<file path="src/rtl/pgdma_pkg.sv">
package pgdma_pkg;
    typedef enum logic [0:0] {
        ST_IDLE = 1'b0,
        ST_RUN  = 1'b1
    } pg_state_e;

    typedef enum logic [0:0] {
        CH_BYTE = 1'b0,
        CH_WORD = 1'b1
    } chan_kind_e;
endpackage

</file>
<file path="src/rtl/pgdma_ctrl.sv">
module pgdma_ctrl
    import pgdma_pkg::*;
(
    input  logic clk,
    input  logic rst_n,
    input  logic start,
    input  logic xfer_ack,
    input  logic auto_init,
    input  logic cnt_zero,
    output logic load_base,
    output logic reload,
    output logic step,
    output logic tc_pulse,
    output logic active
);
    pg_state_e state_q, state_d;
    logic      term;

    // state register
    always_ff @(posedge clk) begin
        if (!rst_n) state_q <= ST_IDLE;
        else        state_q <= state_d;
    end

    // next state and control strobes
    always_comb begin
        state_d   = state_q;
        load_base = 1'b0;
        reload    = 1'b0;
        step      = 1'b0;
        term      = 1'b0;
        unique case (state_q)
            ST_IDLE: begin
                if (start) begin            // ARM
                    load_base = 1'b1;
                    state_d   = ST_RUN;
                end
            end
            ST_RUN: begin
                if (start) begin            // RESTART
                    load_base = 1'b1;
                end else if (xfer_ack) begin
                    if (cnt_zero) begin
                        term = 1'b1;
                        if (auto_init) begin
                            reload = 1'b1;  // RELOAD
                        end else begin
                            step    = 1'b1; // FINISH
                            state_d = ST_IDLE;
                        end
                    end else begin
                        step = 1'b1;        // STEP
                    end
                end
            end
            default: state_d = ST_IDLE;
        endcase
    end

    // registered outputs
    always_ff @(posedge clk) begin
        if (!rst_n) tc_pulse <= 1'b0;
        else        tc_pulse <= term;
    end

    assign active = (state_q == ST_RUN);
endmodule

</file>
<file path="src/rtl/pgdma_counters.sv">
module pgdma_counters #(
    parameter int ADDR_W = 16,
    parameter int PAGE_W = 8
) (
    input  logic              clk,
    input  logic              rst_n,
    input  logic              load_base,
    input  logic              reload,
    input  logic              step,
    input  logic              word_chan,
    input  logic              page_we,
    input  logic [PAGE_W-1:0] page_val,
    input  logic [ADDR_W-1:0] base_addr,
    input  logic [ADDR_W-1:0] base_cnt,
    output logic [ADDR_W-1:0] cur_addr,
    output logic [ADDR_W-1:0] cur_cnt,
    output logic [PAGE_W-1:0] page_q,
    output logic              word_q,
    output logic              cnt_zero
);
    logic [ADDR_W-1:0] base_a_q, base_c_q;

    always_ff @(posedge clk) begin
        if (!rst_n) begin
            base_a_q <= '0;
            base_c_q <= '1;
            cur_addr <= '0;
            cur_cnt  <= '1;
            word_q   <= 1'b0;
        end else if (load_base) begin
            base_a_q <= base_addr;
            base_c_q <= base_cnt;
            cur_addr <= base_addr;
            cur_cnt  <= base_cnt;
            word_q   <= word_chan;
        end else if (reload) begin
            cur_addr <= base_a_q;
            cur_cnt  <= base_c_q;
        end else if (step) begin
            cur_addr <= cur_addr + ADDR_W'(1);
            cur_cnt  <= cur_cnt - ADDR_W'(1);
        end
    end

    always_ff @(posedge clk) begin
        if (!rst_n)       page_q <= '0;
        else if (page_we) page_q <= page_val;
    end

    assign cnt_zero = (cur_cnt == '0);
endmodule

</file>
<file path="src/rtl/pgdma_addr_map.sv">
module pgdma_addr_map #(
    parameter int ADDR_W = 16,
    parameter int PAGE_W = 8,
    localparam int PHYS_W = ADDR_W + PAGE_W,
    localparam int RES_W  = ADDR_W + 1
) (
    input  logic              word_q,
    input  logic [PAGE_W-1:0] page_q,
    input  logic [ADDR_W-1:0] cur_addr,
    input  logic [ADDR_W-1:0] cur_cnt,
    output logic [PHYS_W-1:0] phys_addr,
    output logic [RES_W-1:0]  residue
);
    logic [PHYS_W-1:0] byte_phys, word_phys;
    logic [ADDR_W-1:0] left;

    // the page sits above the address and is never carried into
    assign byte_phys = {page_q, cur_addr};
    generate
        if (PAGE_W > 1) begin : g_wide_page
            assign word_phys = {page_q[PAGE_W-1:1], cur_addr, 1'b0};
        end else begin : g_narrow_page
            assign word_phys = {cur_addr, 1'b0};
        end
    endgenerate

    assign phys_addr = word_q ? word_phys : byte_phys;

    assign left    = cur_cnt + ADDR_W'(1);
    assign residue = word_q ? {left, 1'b0} : {1'b0, left};
endmodule

</file>
<file path="src/rtl/pgdma_addr_engine.sv">
module pgdma_addr_engine #(
    parameter int ADDR_W = 16,
    parameter int PAGE_W = 8,
    localparam int PHYS_W = ADDR_W + PAGE_W,
    localparam int RES_W  = ADDR_W + 1
) (
    input  logic              clk,
    input  logic              rst_n,
    input  logic              word_chan,
    input  logic              page_we,
    input  logic [PAGE_W-1:0] page_val,
    input  logic [ADDR_W-1:0] base_addr,
    input  logic [ADDR_W-1:0] base_cnt,
    input  logic              auto_init,
    input  logic              start,
    input  logic              xfer_ack,
    output logic [PHYS_W-1:0] phys_addr,
    output logic [ADDR_W-1:0] cur_cnt,
    output logic              tc_pulse,
    output logic [RES_W-1:0]  residue,
    output logic              active
);
    logic              load_base, reload, step, cnt_zero, word_q;
    logic [ADDR_W-1:0] cur_addr;
    logic [PAGE_W-1:0] page_q;

    pgdma_ctrl u_ctrl (
        .clk(clk), .rst_n(rst_n), .start(start), .xfer_ack(xfer_ack),
        .auto_init(auto_init), .cnt_zero(cnt_zero), .load_base(load_base),
        .reload(reload), .step(step), .tc_pulse(tc_pulse), .active(active)
    );

    pgdma_counters #(.ADDR_W(ADDR_W), .PAGE_W(PAGE_W)) u_cnt (
        .clk(clk), .rst_n(rst_n), .load_base(load_base), .reload(reload),
        .step(step), .word_chan(word_chan), .page_we(page_we),
        .page_val(page_val), .base_addr(base_addr), .base_cnt(base_cnt),
        .cur_addr(cur_addr), .cur_cnt(cur_cnt), .page_q(page_q),
        .word_q(word_q), .cnt_zero(cnt_zero)
    );

    pgdma_addr_map #(.ADDR_W(ADDR_W), .PAGE_W(PAGE_W)) u_map (
        .word_q(word_q), .page_q(page_q), .cur_addr(cur_addr),
        .cur_cnt(cur_cnt), .phys_addr(phys_addr), .residue(residue)
    );
endmodule

</file>
<file path="config.mk">
export PLATFORM = sky130hd
export DESIGN_NAME = pgdma_addr_engine
export DESIGN_NICKNAME = d
export VERILOG_FILES = /design/src/rtl/pgdma_pkg.sv /design/src/rtl/pgdma_ctrl.sv /design/src/rtl/pgdma_counters.sv /design/src/rtl/pgdma_addr_map.sv /design/src/rtl/pgdma_addr_engine.sv
export SDC_FILE = /design/constraint.sdc
export NUM_CORES = 1
export LEC_CHECK = 0
export BUFFER_PORTS_ARGS = -buffer_cell sky130_fd_sc_hd__clkbuf_2
export CAP_MARGIN = 20
export CORE_UTILIZATION = 55
export CTS_CLUSTER_SIZE = 20
export DETAILED_ROUTE_END_ITERATION = 7
export MAX_ROUTING_LAYER = met4
export PLACE_DENSITY = 0.9
export SLEW_MARGIN = 10
export SYNTH_ARGS = -nofsm -noshare
export SYNTH_HDL_FRONTEND = slang
export SYNTH_SLANG_ARGS = --single-unit
</file>
<file path="constraint.sdc">
create_clock -name clk -period 3 [get_ports clk]
set_clock_uncertainty 0.1 [all_clocks]
set_input_delay 0.6 -clock clk [delete_from_list [all_inputs] [get_ports clk]]
set_output_delay 0.6 -clock clk [all_outputs]
set_load 0.05 [all_outputs]
</file>
Yosys cells after proc, flatten, opt, wreduce, memory -nomap -nowiden
Cells that the tools add are included.
{"block": "totals", "register_bits": 75, "in_bits": 47, "out_inout_bits": 59, "wordCells": 41}
{"block": "op_classes", "add_sub_neg": 3, "mux": 24, "bitwise": 3, "n_reduce_logical": 3}
{"cell": "$mux W16", "count": 6}
{"cell": "$mux W17", "count": 2}
{"cell": "$add A16 B1 Y16 const B", "count": 2}
{"cell": "$logic_not A16 Y1", "count": 1}
{"cell": "$sub A16 B1 Y16 const B", "count": 1}
{"cell": "$mux W1", "count": 15}
{"cell": "$reduce_or A4 Y1", "count": 1}
{"cell": "$not A1 Y1", "count": 3}
{"cell": "$reduce_bool A3 Y1", "count": 1}
{"cell": "$pmux W1 S2", "count": 1}

Longest topological paths before layout
{"block": "depth", "ltp_word": 8, "ltp_mapped": 9, "ltp_nobuf": 7}

By module
A second synthesis with hierarchy kept.
{"block": "unflattened", "cells_unflattened": 628, "area_unflattened_um2": 4933.5}
{"mod": "pgdma_counters", "instances": 1, "cells_per_inst": 471, "area_per_inst_um2": 3873.7, "seq_area_each_um2": 1461.4}
{"mod": "pgdma_addr_map", "instances": 1, "cells_per_inst": 145, "area_per_inst_um2": 963.4, "seq_area_each_um2": 0.0}
{"mod": "pgdma_ctrl", "instances": 1, "cells_per_inst": 12, "area_per_inst_um2": 96.3, "seq_area_each_um2": 40.0}

Least setup slack after synthesis
Ideal clock, no wire load.
{"block": "synth_timing", "kind": "reg-to-output", "from": "register u_cnt.cur_cnt[9]", "to": "output port residue[15]", "t_arrival_ns": 3.132, "t_required_ns": 2.300, "path_slack_ns": -0.832, "path_stages_with_launch": 9, "path_buffers": 3, "cell_sequence": "dfxtp_1 > clkbuf_1 > and4_1 > clkbuf_1 > and3_1 > clkbuf_1 > and3_1 > nand2_1 > a211oi_1"}
{"block": "synth_via", "elab_chain_cells": 2}
{"element": "start, declared", "line": "pgdma_counters.sv:16", "rtl": "output logic [ADDR_W-1:0] cur_cnt,"}
{"element": "start signal, assigned", "line": "pgdma_counters.sv:34", "rtl": "cur_cnt <= base_cnt;"}
{"element": "start signal, assigned", "line": "pgdma_counters.sv:38", "rtl": "cur_cnt <= base_c_q;"}
{"element": "start signal, assigned", "line": "pgdma_counters.sv:41", "rtl": "cur_cnt <= cur_cnt - ADDR_W'(1);"}
{"element": "$add A16 B1 Y16", "line": "pgdma_addr_map.sv:29", "rtl": "assign left = cur_cnt + ADDR_W'(1);"}
{"element": "$mux W17", "line": "pgdma_addr_map.sv:30", "rtl": "assign residue = word_q ? {left, 1'b0} : {1'b0, left};"}
{"element": "end, declared", "line": "pgdma_addr_engine.sv:20", "rtl": "output logic [RES_W-1:0] residue,"}
Every way passes these cells.

Worst setup path in the final report
{"block": "layout_timing", "from": "register u_cnt.cur_cnt[0]", "to": "output port residue[11]"}
The elaborated chain is that of the path after synthesis.

==> metrics <==
CP startpoint kind flip-flop; Hold Path Origin u_cnt.base_c_q[14]; count of hold-fix buffers inserted at cts 0; PD cells 542 nW/µm²; Req. time, crit path between 2000 and 2500 ps; fin area 5540 µm²; die width 93.3 µm; area of the multi-input gates ~2900 µm²; fin. max-slew vios 0; initial drt markers 508; Worst Path Arrival 2210 ps; EDFF count, synth 0; Sink Count between 70 and 80; status completed; Starting Density 58.1%; total track usage 32.0%; synthesized cell area ~4600 µm²; GP Congestion 0.896; Die Y approximately 93 µm; Syn Inst Count 582; ys flop type dfxtp_1; largest net degree at the start of global routing 39; most numerous cell in the Yosys netlist nand2_1; Critical R2R Launch u_cnt.cur_cnt[0]; drt pass-1 iters 6; Post-route DRC 0; H-tree depth 3; Worst Hold Class flip-flop to flip-flop; synth cell count leaders 79 x nand2_1, 75 x dfxtp_1, 43 x o21ai_0, 39 x clkbuf_1, 34 x mux2i_1; Crit Path Category flip-flop to output pin; root buffer cell clkbuf_8; DRT antenna net count 0; post-CTS setup buffers 0; NumNets Final 716; final global-route overflow total 0; crit end category output pin; DR WL/cell approximately 17 µm; vias in the first global route ~4,400; largest area contributor in the netlist dfxtp_1; slew of the pin with the lowest slew margin 713 ps; Max VDD drop around 380 µV; post-synthesis mux area share 11.4%; synthesis warning total 0; Synth Area in Compound Gates between 20% and 30%; Seq/Total Area, Yosys ~33%; TritonCTS Buffers 9; Hold Path Sink u_cnt.base_c_q[14]; Bufs on Longest Clock Path 2; Final Total Pwr 3.00 mW; layout cells sized above 1 28.8%; Netlist cell types 61; Post-DP HPWL 9.43 mm; register area 1510 µm²; final setup fails 0; cells on worst reg2reg path 8; via count 4,789; hold path depth 1; post-synthesis adder-cell area fraction less than 1%; num rows 32; Synth Area in Simple Gates ~22%; top post-synthesis cells by area dfxtp_1 33%, mux2i_1 7.4%, nand2_1 6.5%, o21ai_0 4.7%, mux2_2 3.9%; top cell type's share of synthesized area 32.8%; Layout fillers a little over 600; vias per inst 6.20; I/O Buffers 105; placed inst area about 5300 µm²; n_diodes 0; Slew HR 52.5%; first-pass GRT wire length 21.2 mm; drt total wl 13.5 mm; FF-to-FF setup slack around 260 ps; worst skew pair latency 380 ps; Crit Path Max Fanout 8; Synth Area per Inst 7.88 µm²; worst reg2reg path endpoint u_cnt.cur_addr[2]; Maximum Capacitance Violations 0; fmax 343 MHz; DIE AREA 8700 µm²; Mapped Nets about 630; core area about 7900 µm²; Area Growth Syn to Fin 20.8%; CTS tree built; Post-synth ARST share 0%; largest family of logic cells by synthesized area simple AND/OR/NAND/NOR gates; XOR/XNOR share of the synthesized area 5.35%; Fin. Hold Viols 0; fin crit period 2910 ps; Ports 106; Tcrit/Tclk final 97.1%; Clock transition at path regs 80 ps; initial antenna violation count 0; Leak 2.35 nW; Yosys reg bits 75
metal layers:
| layer | up-vias | track usage [%] | wire length [µm] | part of all wire [%] |
|---|---|---|---|---|
| li1 | 2236 | - | - | - |
| met5 | - | - | 0 | 0 |
| met4 | 0 | 14.0 | 362 | 2.7 |
| met1 | 2215 | 39.6 | 5420 | 40 |
| met2 | 294 | 51.5 | 6470 | 48 |
| met3 | 44 | 5.45 | 1210 | 9.0 |
flip-flops by register name (all words and copies together) (netlist names):
register / cells
u_cnt.word_q: 1
u_ctrl.tc_pulse: 1
u_ctrl.active: 1
u_cnt.base_c_q: 16
u_cnt.base_a_q: 16
u_cnt.cur_addr: 16
u_cnt.cur_cnt: 16
u_cnt.page_q: 8
final cells by class:
type | count | area share [%]
inverter | 9 | 0.610
tap | 102 | 2.30
clock inverter | 7 | 2.24
timing repair buffer | 135 | 13.6
multi-input combinational | 436 | 51.7
clock buffer | 9 | 2.24
sequential | 75 | 27.3
metrics by stage:
stage | util (%) | worst slack, ps | hold WS (ps) | setup TNS, ps | instances
2_1_floorplan | - | -54.5 | 325 | -54.5 | 582
3_3_place_gp | 66.7 | 365 | 332 | 0 | 757
5_1_grt | 70.2 | -1.71 | 368 | -3.04 | 773
4_1_cts | 70.0 | 12.8 | 361 | 0 | 773
6_report | 70.2 | 86.9 | 363 | 0 | 773
3_5_place_dp | 66.7 | 252 | 342 | 0 | 757
critical path: stages, from the launching register on:
cell and delay, ps:
dfxtp_1 350, buf_4 180, ha_2 240, inv_1 70
nor2_2 170, buf_4 180, nand2_1 120, a21oi_1 230
a31oi_2 60, clkbuf_2 240
cell usage in the layout (no fill, tap or decap), types with 2 or more instances in the layout:
cell type,netlist,final
nand4_1,10,10
a31oi_1,11,9
nor2b_1,24,24
and4_1,2,2
and2_1,7,7
a21o_1,7,7
a211oi_1,6,5
a21oi_2,0,4
a21oi_1,33,29
a31oi_2,0,2
o311ai_0,7,7
nor3_1,13,11
buf_4,7,30
nand2_1,79,79
ha_1,3,2
a311oi_1,2,2
inv_6,0,2
o21ai_0,43,42
a32oi_1,5,5
mux2_2,16,16
a21boi_0,10,9
dfxtp_2,0,8
inv_1,8,8
o31ai_1,4,4
o211ai_1,3,3
and3_1,5,4
clkbuf_8,0,9
o211a_1,2,2
bufinv_16,0,3
mux2i_1,34,31
nor4_1,7,7
mux2i_4,0,2
nand2b_1,3,3
dfxtp_1,75,67
clkbuf_2,0,103
xor2_1,12,12
xnor2_1,16,16
nor2_1,27,26
nand3_1,20,20
report_power, final:
part	total [mW]	switching, mW	internal [mW]
logic	0.865	0.590	0.275
registers	1.15	0.0836	1.06
clock network	0.987	0.427	0.560
what timing repair did:
item	CTS	global route
endpoints found under the setup margin	3	9
resized for setup	4	9
hold endpoints to repair	0	0
how the worst max path moves through the flow:
stage,startpoint,to,cells after the start
detailed placement,u_cnt.cur_cnt[7],residue[15],6
global placement,u_cnt.cur_cnt[7],residue[15],6
global route,u_cnt.cur_cnt[0],residue[11],9
CTS,u_cnt.cur_cnt[2],residue[15],7
finish,u_cnt.cur_cnt[0],residue[11],9
floorplan,u_cnt.cur_cnt[7],residue[15],7
logic make-up after synthesis:
family / after synthesis
AO/OA/AOI/OAI: 149
XOR/XNOR: 28
adder cells (fa/ha/maj): 3
buffers and inverters: 71
flip-flops: 75
multiplexers: 50
AND/OR/NAND/NOR: 206
Power figures use the tool's default switching activity.
